File: src/rtl/hdlc_tx_pkg.sv
package hdlc_tx_pkg;

  typedef enum logic [2:0] {
    K_FILL,
    K_OPEN,
    K_DATA,
    K_CRCL,
    K_CRCH,
    K_CLOSE,
    K_ABORT,
    K_RAW
  } byte_kind_e;

  localparam logic [7:0]  FLAG_BYTE  = 8'h7E;
  localparam logic [7:0]  ABORT_BYTE = 8'hFF;
  localparam logic [15:0] CRC_PRESET = 16'hFFFF;
  localparam logic [15:0] CRC_POLY_R = 16'h8408;
  localparam logic [2:0]  RUN_LIMIT  = 3'd5;

  function automatic logic [15:0] crc_step(input logic [15:0] c, input logic b);
    logic [15:0] s;
    s = c >> 1;
    if (c[0] ^ b) s = s ^ CRC_POLY_R;
    return s;
  endfunction

endpackage

File: src/rtl/hdlc_slot_gate.sv
module hdlc_slot_gate #(
  parameter int NSLOT  = 24,
  parameter int SLOT_W = $clog2(NSLOT)
) (
  input  logic              fbit,
  input  logic [SLOT_W-1:0] slot_idx,
  input  logic [NSLOT-1:0]  slot_mask,
  output logic              en
);

  logic [NSLOT-1:0] hit;

  for (genvar g = 0; g < NSLOT; g++) begin : g_slot
    assign hit[g] = slot_mask[g] && (slot_idx == SLOT_W'(g));
  end

  assign en = !fbit && (|hit);

endmodule

File: src/rtl/hdlc_tx_fifo.sv
module hdlc_tx_fifo #(
  parameter int DEPTH = 64,
  parameter int DW    = 8
) (
  input  logic          clk,
  input  logic          rst,
  input  logic          wr_en,
  input  logic [DW-1:0] wr_data,
  input  logic          wr_last,
  input  logic          cont_en,
  input  logic          take,
  output logic          full,
  output logic          head_valid,
  output logic [DW-1:0] head_data,
  output logic          head_last
);

  localparam int AW = (DEPTH > 1) ? $clog2(DEPTH) : 1;
  localparam int CW = $clog2(DEPTH + 1);

  logic [DW:0]   mem [DEPTH];
  logic [DW:0]   head_q;
  logic [AW-1:0] wr_ptr, rd_ptr, fptr, rd_addr;
  logic [CW-1:0] mem_cnt, occ;
  logic          head_v_q;
  logic          wr_ok, fetch, drop;

  function automatic logic [AW-1:0] nxt(input logic [AW-1:0] p);
    return (p == AW'(DEPTH - 1)) ? '0 : p + 1'b1;
  endfunction

  assign full    = (occ == CW'(DEPTH));
  assign wr_ok   = wr_en && !full;
  assign fetch   = !head_v_q && (mem_cnt != '0);
  assign drop    = take && !cont_en;
  assign rd_addr = !cont_en ? rd_ptr : ((fptr == wr_ptr) ? rd_ptr : fptr);

  always_ff @(posedge clk) begin
    if (wr_ok) mem[wr_ptr] <= {wr_last, wr_data};
  end

  always_ff @(posedge clk) begin
    if (fetch) head_q <= mem[rd_addr];
  end

  always_ff @(posedge clk) begin
    if (rst) begin
      wr_ptr   <= '0;
      rd_ptr   <= '0;
      fptr     <= '0;
      mem_cnt  <= '0;
      occ      <= '0;
      head_v_q <= 1'b0;
    end else begin
      if (wr_ok) wr_ptr <= nxt(wr_ptr);
      if (take) head_v_q <= 1'b0;
      else if (fetch) head_v_q <= 1'b1;
      if (!cont_en) begin
        if (fetch) begin
          rd_ptr <= nxt(rd_ptr);
          fptr   <= nxt(rd_ptr);
        end else begin
          fptr   <= rd_ptr;
        end
        mem_cnt <= mem_cnt + CW'(wr_ok) - CW'(fetch);
      end else begin
        if (fetch) fptr <= nxt(rd_addr);
        mem_cnt <= mem_cnt + CW'(wr_ok);
      end
      occ <= occ + CW'(wr_ok) - CW'(drop);
    end
  end

  assign head_valid = head_v_q;
  assign head_data  = head_q[DW-1:0];
  assign head_last  = head_q[DW];

  AST_OCC_BOUND: assert property (@(posedge clk) disable iff (rst) occ <= CW'(DEPTH));
  AST_TAKE_NEEDS_HEAD: assert property (@(posedge clk) disable iff (rst) take |-> head_v_q);
  AST_FULL_HOLDS: assert property (@(posedge clk) disable iff (rst) (full && !drop) |=> full);

endmodule

File: src/rtl/hdlc_tx_engine.sv
module hdlc_tx_engine
  import hdlc_tx_pkg::*;
(
  input  logic       clk,
  input  logic       rst,
  input  logic       step,
  input  logic       raw_mode,
  input  logic       fill_idle,
  input  logic [7:0] idle_code,
  input  logic       head_valid,
  input  logic [7:0] head_data,
  input  logic       head_last,
  output logic       take,
  output logic       bit_out,
  output logic       abort_start
);

  byte_kind_e  kind_q, sel_kind, cur_kind;
  logic [7:0]  sh_q, sel_byte, fill_byte;
  logic [2:0]  bc_q, ones_q;
  logic [15:0] crc_q;
  logic        last_q, sel_take;
  logic        stuff_now, start, cur_bit, stuffed;

  always_comb begin
    fill_byte = fill_idle ? idle_code : FLAG_BYTE;
    sel_kind  = K_FILL;
    sel_byte  = fill_byte;
    sel_take  = 1'b0;
    if (raw_mode) begin
      if (head_valid) begin
        sel_kind = K_RAW;
        sel_byte = head_data;
        sel_take = 1'b1;
      end else begin
        sel_byte = idle_code;
      end
    end else begin
      case (kind_q)
        K_OPEN, K_DATA: begin
          if (kind_q == K_DATA && last_q) begin
            sel_kind = K_CRCL;
            sel_byte = ~crc_q[7:0];
          end else if (head_valid) begin
            sel_kind = K_DATA;
            sel_byte = head_data;
            sel_take = 1'b1;
          end else begin
            sel_kind = K_ABORT;
            sel_byte = ABORT_BYTE;
          end
        end
        K_CRCL: begin
          sel_kind = K_CRCH;
          sel_byte = ~crc_q[15:8];
        end
        K_CRCH: begin
          sel_kind = K_CLOSE;
          sel_byte = FLAG_BYTE;
        end
        default: begin
          if (head_valid) begin
            sel_kind = K_OPEN;
            sel_byte = FLAG_BYTE;
          end
        end
      endcase
    end
  end

  assign stuff_now   = (ones_q == RUN_LIMIT);
  assign start       = (bc_q == 3'd0) && !stuff_now;
  assign cur_kind    = start ? sel_kind : kind_q;
  assign cur_bit     = stuff_now ? 1'b0 : (start ? sel_byte[0] : sh_q[0]);
  assign stuffed     = (cur_kind == K_DATA) || (cur_kind == K_CRCL) || (cur_kind == K_CRCH);
  assign take        = step && start && sel_take;
  assign abort_start = step && start && (sel_kind == K_ABORT);
  assign bit_out     = cur_bit;

  always_ff @(posedge clk) begin
    if (rst) begin
      kind_q <= K_FILL;
      sh_q   <= '0;
      bc_q   <= '0;
      ones_q <= '0;
      crc_q  <= CRC_PRESET;
      last_q <= 1'b0;
    end else if (step) begin
      if (stuff_now) begin
        ones_q <= '0;
      end else begin
        if (start) begin
          kind_q <= sel_kind;
          sh_q   <= {1'b0, sel_byte[7:1]};
          bc_q   <= 3'd1;
          if (sel_kind == K_DATA) last_q <= head_last;
          if (sel_kind == K_OPEN) crc_q <= CRC_PRESET;
        end else begin
          sh_q <= sh_q >> 1;
          bc_q <= bc_q + 3'd1;
        end
        ones_q <= (stuffed && cur_bit) ? ones_q + 3'd1 : 3'd0;
        if (cur_kind == K_DATA) crc_q <= crc_step(crc_q, cur_bit);
      end
    end
  end

  AST_ONES_LIMIT: assert property (@(posedge clk) disable iff (rst) ones_q <= RUN_LIMIT);
  AST_STUFF_CLEARS: assert property (@(posedge clk) disable iff (rst) (step && ones_q == RUN_LIMIT) |=> (ones_q == 3'd0));

endmodule

File: src/rtl/hdlc_slot_tx.sv
module hdlc_slot_tx #(
  parameter int NSLOT  = 24,
  parameter int DEPTH  = 64,
  parameter int SLOT_W = $clog2(NSLOT)
) (
  input  logic              clk,
  input  logic              rst,
  input  logic              wr_en,
  input  logic [7:0]        wr_data,
  input  logic              wr_last,
  output logic              fifo_full,
  input  logic              raw_mode,
  input  logic              cont_en,
  input  logic              fill_idle,
  input  logic [7:0]        idle_code,
  input  logic [NSLOT-1:0]  slot_mask,
  input  logic              fbit,
  input  logic [SLOT_W-1:0] slot_idx,
  output logic              tx_bit,
  output logic              tx_valid,
  output logic              underrun
);

  logic       en, take, eng_bit, abort_start;
  logic       head_valid, head_last;
  logic [7:0] head_data;

  hdlc_slot_gate #(.NSLOT(NSLOT), .SLOT_W(SLOT_W)) i_gate (
    .fbit      (fbit),
    .slot_idx  (slot_idx),
    .slot_mask (slot_mask),
    .en        (en)
  );

  hdlc_tx_fifo #(.DEPTH(DEPTH), .DW(8)) i_fifo (
    .clk        (clk),
    .rst        (rst),
    .wr_en      (wr_en),
    .wr_data    (wr_data),
    .wr_last    (wr_last),
    .cont_en    (cont_en),
    .take       (take),
    .full       (fifo_full),
    .head_valid (head_valid),
    .head_data  (head_data),
    .head_last  (head_last)
  );

  hdlc_tx_engine i_engine (
    .clk         (clk),
    .rst         (rst),
    .step        (en),
    .raw_mode    (raw_mode),
    .fill_idle   (fill_idle),
    .idle_code   (idle_code),
    .head_valid  (head_valid),
    .head_data   (head_data),
    .head_last   (head_last),
    .take        (take),
    .bit_out     (eng_bit),
    .abort_start (abort_start)
  );

  always_ff @(posedge clk) begin
    if (rst) begin
      tx_valid <= 1'b0;
      tx_bit   <= 1'b1;
      underrun <= 1'b0;
    end else begin
      tx_valid <= en;
      tx_bit   <= en ? eng_bit : 1'b1;
      underrun <= abort_start;
    end
  end

  AST_FBIT_SILENT: assert property (@(posedge clk) disable iff (rst) tx_valid |-> $past(!fbit));
  AST_UNDERRUN_SINGLE: assert property (@(posedge clk) disable iff (rst) underrun |=> !underrun);
  AST_UNDERRUN_WITH_BIT: assert property (@(posedge clk) disable iff (rst) underrun |-> (tx_valid && tx_bit));

endmodule

File: config.mk
export PLATFORM = sky130hd
export DESIGN_NAME = hdlc_slot_tx
export DESIGN_NICKNAME = d
export VERILOG_FILES = /design/src/rtl/hdlc_tx_pkg.sv /design/src/rtl/hdlc_slot_gate.sv /design/src/rtl/hdlc_tx_fifo.sv /design/src/rtl/hdlc_tx_engine.sv /design/src/rtl/hdlc_slot_tx.sv
export SDC_FILE = /design/constraint.sdc
export NUM_CORES = 1
export LEC_CHECK = 0
export CORE_UTILIZATION = 45
export DETAILED_ROUTE_END_ITERATION = 6
export PLACE_DENSITY = 0.71
export SYNTH_ARGS = -nofsm -noshare
export SYNTH_HDL_FRONTEND = slang
export SYNTH_SLANG_ARGS = --single-unit
File: constraint.sdc
create_clock -name clk -period 4.5 [get_ports clk]
set_input_delay 0.45 -clock clk [delete_from_list [all_inputs] [get_ports clk]]
set_output_delay 0.45 -clock clk [all_outputs]
set_load 0.1 [all_outputs]
==> flow_summary.toml <==
[grt]
first_global_vias = 23800
antenna_found_initial = 2
grtUsageTotal_pct = 25.2
grt_pass1_wl_microns = 142000
grt-ovfl-total = 0
grt_max_degree = 106

[worst_setup_path]
path_max_fanout = 66
timing.rr.end = "i_fifo.head_q[3]"
crit_type = "flip-flop to flip-flop"
r2r_slack_ps = 460
startpoint_type = "flip-flop"
r2r-start = "i_fifo.wr_ptr[4]"
cp_data_required_time_ps = 4970
r2r_cells = 12
arrival_ps = 4510
endpoint_kind = "flip-flop"

[yosys]
yosys_warnings = 0
synth_edf_count = 585
synth-async-reset-ratio_pct = 0
yosysSeqAreaShare_pct = 58.8
synth_area_sq_um = 32200
ys_seq_elements = 654
synth.avg_cell_area_sq_um = 11.8
synth_ff_type = "edfxtp_1"
synth.distinct_cells = 69
synth_fp_nets = 2812
netlist_instances = 2738

[clock_network]
cts_resized = 0
cts_setup_buffers = 0
tritoncts = "yes"
root_buffer = "clkbuf_16"
cts-hold-fix-buffers = 0
h-tree-depth = 3
cts_sinks = 654
cts_buffer_depth = 3
cts_buffers = 70
clk_pin_slew_ps = 60
worstSkewPairLatency_ps = 610

[detailed_routing]
drt-wirelength-per-cell_microns = 24.7
drt_pass1_iterations = 6
wl_microns = 93100
drc = 0
initialDrtViolationCount = 2646
vias = 24000
antenna_left = 0
vias_per_cell = 6.37

[place]
dp_hpwl_microns = 58200
port_buffers = 56
gp_congestion = 0.925

[die]
pin_count = 57
core_sq_um = 70400
dieArea_sq_um = 72700
start_util_pct = 45.8
rows = 97
fp.dieW_microns = 270
dieHeight_microns = 270

[sta]
finalCritPeriodShare_pct = 89.8
tns_ps = 0
finalSetupViolations = 0
skew_ps = 19.5
rsz0062_at_grt = "false"
fmax_mhz = 248
tightest_slew_ps = 1210
slew_headroom_pct = 18.7
min_period_ps = 4040
whs_ps = 329
hold_viol_final = 0
maxSlewViolCount = 0

[final_layout]
syn_to_final_growth_pct = 13.2
finalNetCount = 2852
final_util_pct = 51.8
fill_cells = 5912
drive_above_1_share_pct = 14.9
antenna_cells = 0

[flow_run]
drv_cap = 0

[min_path]
hold_class = "input pin to flip-flop"
min_from = "cont_en"
worstHoldPathCells = 3
min_to = "i_fifo.fptr[5]"

[power_and_ir_drop]
p_comb_share_pct = 35.3
power_frac_seq_pct = 35.4
switchingPower_w = 0.00701
sw_frac_of_total_pct = 35.1
powerDensity_nw_per_um2 = 547
p_int_w = 0.0130
ir_worst_vdd_v = 0.000518
p_clk_share_pct = 29.3
leakagePower_nw = 11.9

[run_status]
run_status = "finished clean"
[critical path: stages (launching register included)]
cell      delay (ps)
dfxtp_1          570
xnor2_2          180
nand4_1          170
o31ai_2          260
buf_4            280
mux2i_4          330
buf_12           350
buf_4            400
a21oi_1           90
a221oi_1         380
a311oi_1         120
nor3_1           460
o22a_1           250
[kinds of logic (layout without fill, tap and decap cells)]
kind of cell	count (synthesis)	after routing	synth area share (%)
xor+xnor	38	38	1.08
flops	654	654	58.8
compound gates	684	684	14.0
mux	370	370	12.3
simple gates	725	725	9.86
buf+inv	246	336	3.15
fa+ha+maj	21	21	0.839
[flip-flops by register name, indices dropped and copies added, names as in the netlist]
signal,flops
tx_bit,1
i_fifo.head_q,9
i_fifo.fptr,6
i_fifo.mem_cnt,7
i_engine.crc_q,16
i_engine.kind_q,3
underrun,1
i_engine.bc_q,3
i_engine.ones_q,3
i_fifo.rd_ptr,6
i_fifo.wr_ptr,6
i_fifo.head_valid,1
tx_valid,1
i_engine.last_q,1
i_engine.sh_q,7
i_fifo.mem,576
i_fifo.occ,7
[metrics by stage]
stage | total power [W] | instances | area [sq um] | setup WS, ps
after floorplan | 0.0117 | 2738 | 32200 | 303
after global placement | 0.0139 | 3646 | 34200 | 97.7
after detailed placement | 0.0140 | 3646 | 34200 | 62.4
after CTS | 0.0198 | 3768 | 36500 | 573
after global routing | 0.0206 | 3768 | 36500 | 272
final | 0.0200 | 3768 | 36500 | 461
[cells in the mapped netlist (all sizes together) (8+ instances only)]
master  number  area share (%)
o31ai        8            0.20
o211ai       8            0.19
nand2      306             3.6
xor2        15            0.41
a211oi      22            0.51
clkbuf     113             1.3
nand3      157             2.5
o22ai      103             2.0
nor3        20            0.31
nor3b        9            0.21
inv         25            0.30
mux2i      215             6.7
nor2       166             1.9
xnor2       23            0.67
buf        108             1.5
a221o       25            0.78
o221ai      18            0.49
mux2       150             5.2
o21ai      142             2.2
a21oi      163             2.5
a22oi       33            0.77
nand3b       8            0.19
nand2b       9            0.17
and3         9            0.17
ha          20            0.78
a221oi      77             2.1
a31oi       15            0.29
dfxtp       69             4.3
a311oi      36            0.98
edfxtp     585              55
[layout by cell type, fill, tap and decap left out, drive strengths merged, types with 9 or more instances in the layout]
cell type,netlist,layout
edfxtp,585,585
nand2,306,306
mux2i,215,215
nor2,166,166
a21oi,163,163
nand3,157,157
mux2,150,150
buf,108,143
o21ai,142,142
o22ai,103,103
clkbuf,113,91
a221oi,77,77
dfxtp,69,69
clkdlybuf4s50,0,45
a311oi,36,36
a22oi,33,33
a221o,25,25
inv,25,25
xnor2,23,23
a211oi,22,22
clkinv,0,22
nor3,20,20
ha,20,20
o221ai,18,18
xor2,15,15
a31oi,15,15
nand2b,9,9
nor3b,9,9
and3,9,9
[routing by layer]
| metal | routed length [microns] | global-route usage [%] | vias to the layer above |
|---|---|---|---|
| li1 | - | - | 10600 |
| met1 | 36300 | 32.8 | 11800 |
| met4 | 3690 | 10.9 | 2 |
| met5 | 12 | 0 | - |
| met2 | 43700 | 40.4 | 1277 |
| met3 | 9460 | 5.51 | 256 |
[power by group through the flow]
stage | Combinational [W] | Sequential [W] | Clock, W
CTS | 0.00690 | 0.00707 | 0.00587
global route | 0.00745 | 0.00709 | 0.00610
finish | 0.00705 | 0.00708 | 0.00584
floorplan | 0.00471 | 0.00703 | 0
global placement | 0.00668 | 0.00719 | 0
detailed placement | 0.00685 | 0.00719 | 0
[worst max-delay path by stage]
stage                           startpoint                to  slack [ps]  cells past startpoint
after floorplan                slot_idx[2]     i_fifo.occ[6]         300                     23
after global placement         slot_idx[0]     i_fifo.occ[6]         100                     22
after detailed placement       slot_idx[0]     i_fifo.occ[6]          60                     22
after CTS                 i_fifo.wr_ptr[3]  i_fifo.head_q[8]         570                     11
after global routing      i_fifo.wr_ptr[4]  i_fifo.head_q[3]         270                     12
final                     i_fifo.wr_ptr[4]  i_fifo.head_q[3]         460                     12
[area by class of cell]
class / count / area (sq um) / share of cell area [%]
multi-input combinational: 1838 / 12300 / 33.8
inverter: 25 / 98.8 / 0.271
tap: 940 / 1180 / 3.23
clock buffer: 90 / 1940 / 5.32
timing repair buffer: 189 / 1610 / 4.42
sequential: 654 / 19000 / 52.0
clock inverter: 32 / 354 / 0.971
(Power assumes the default switching activity.)
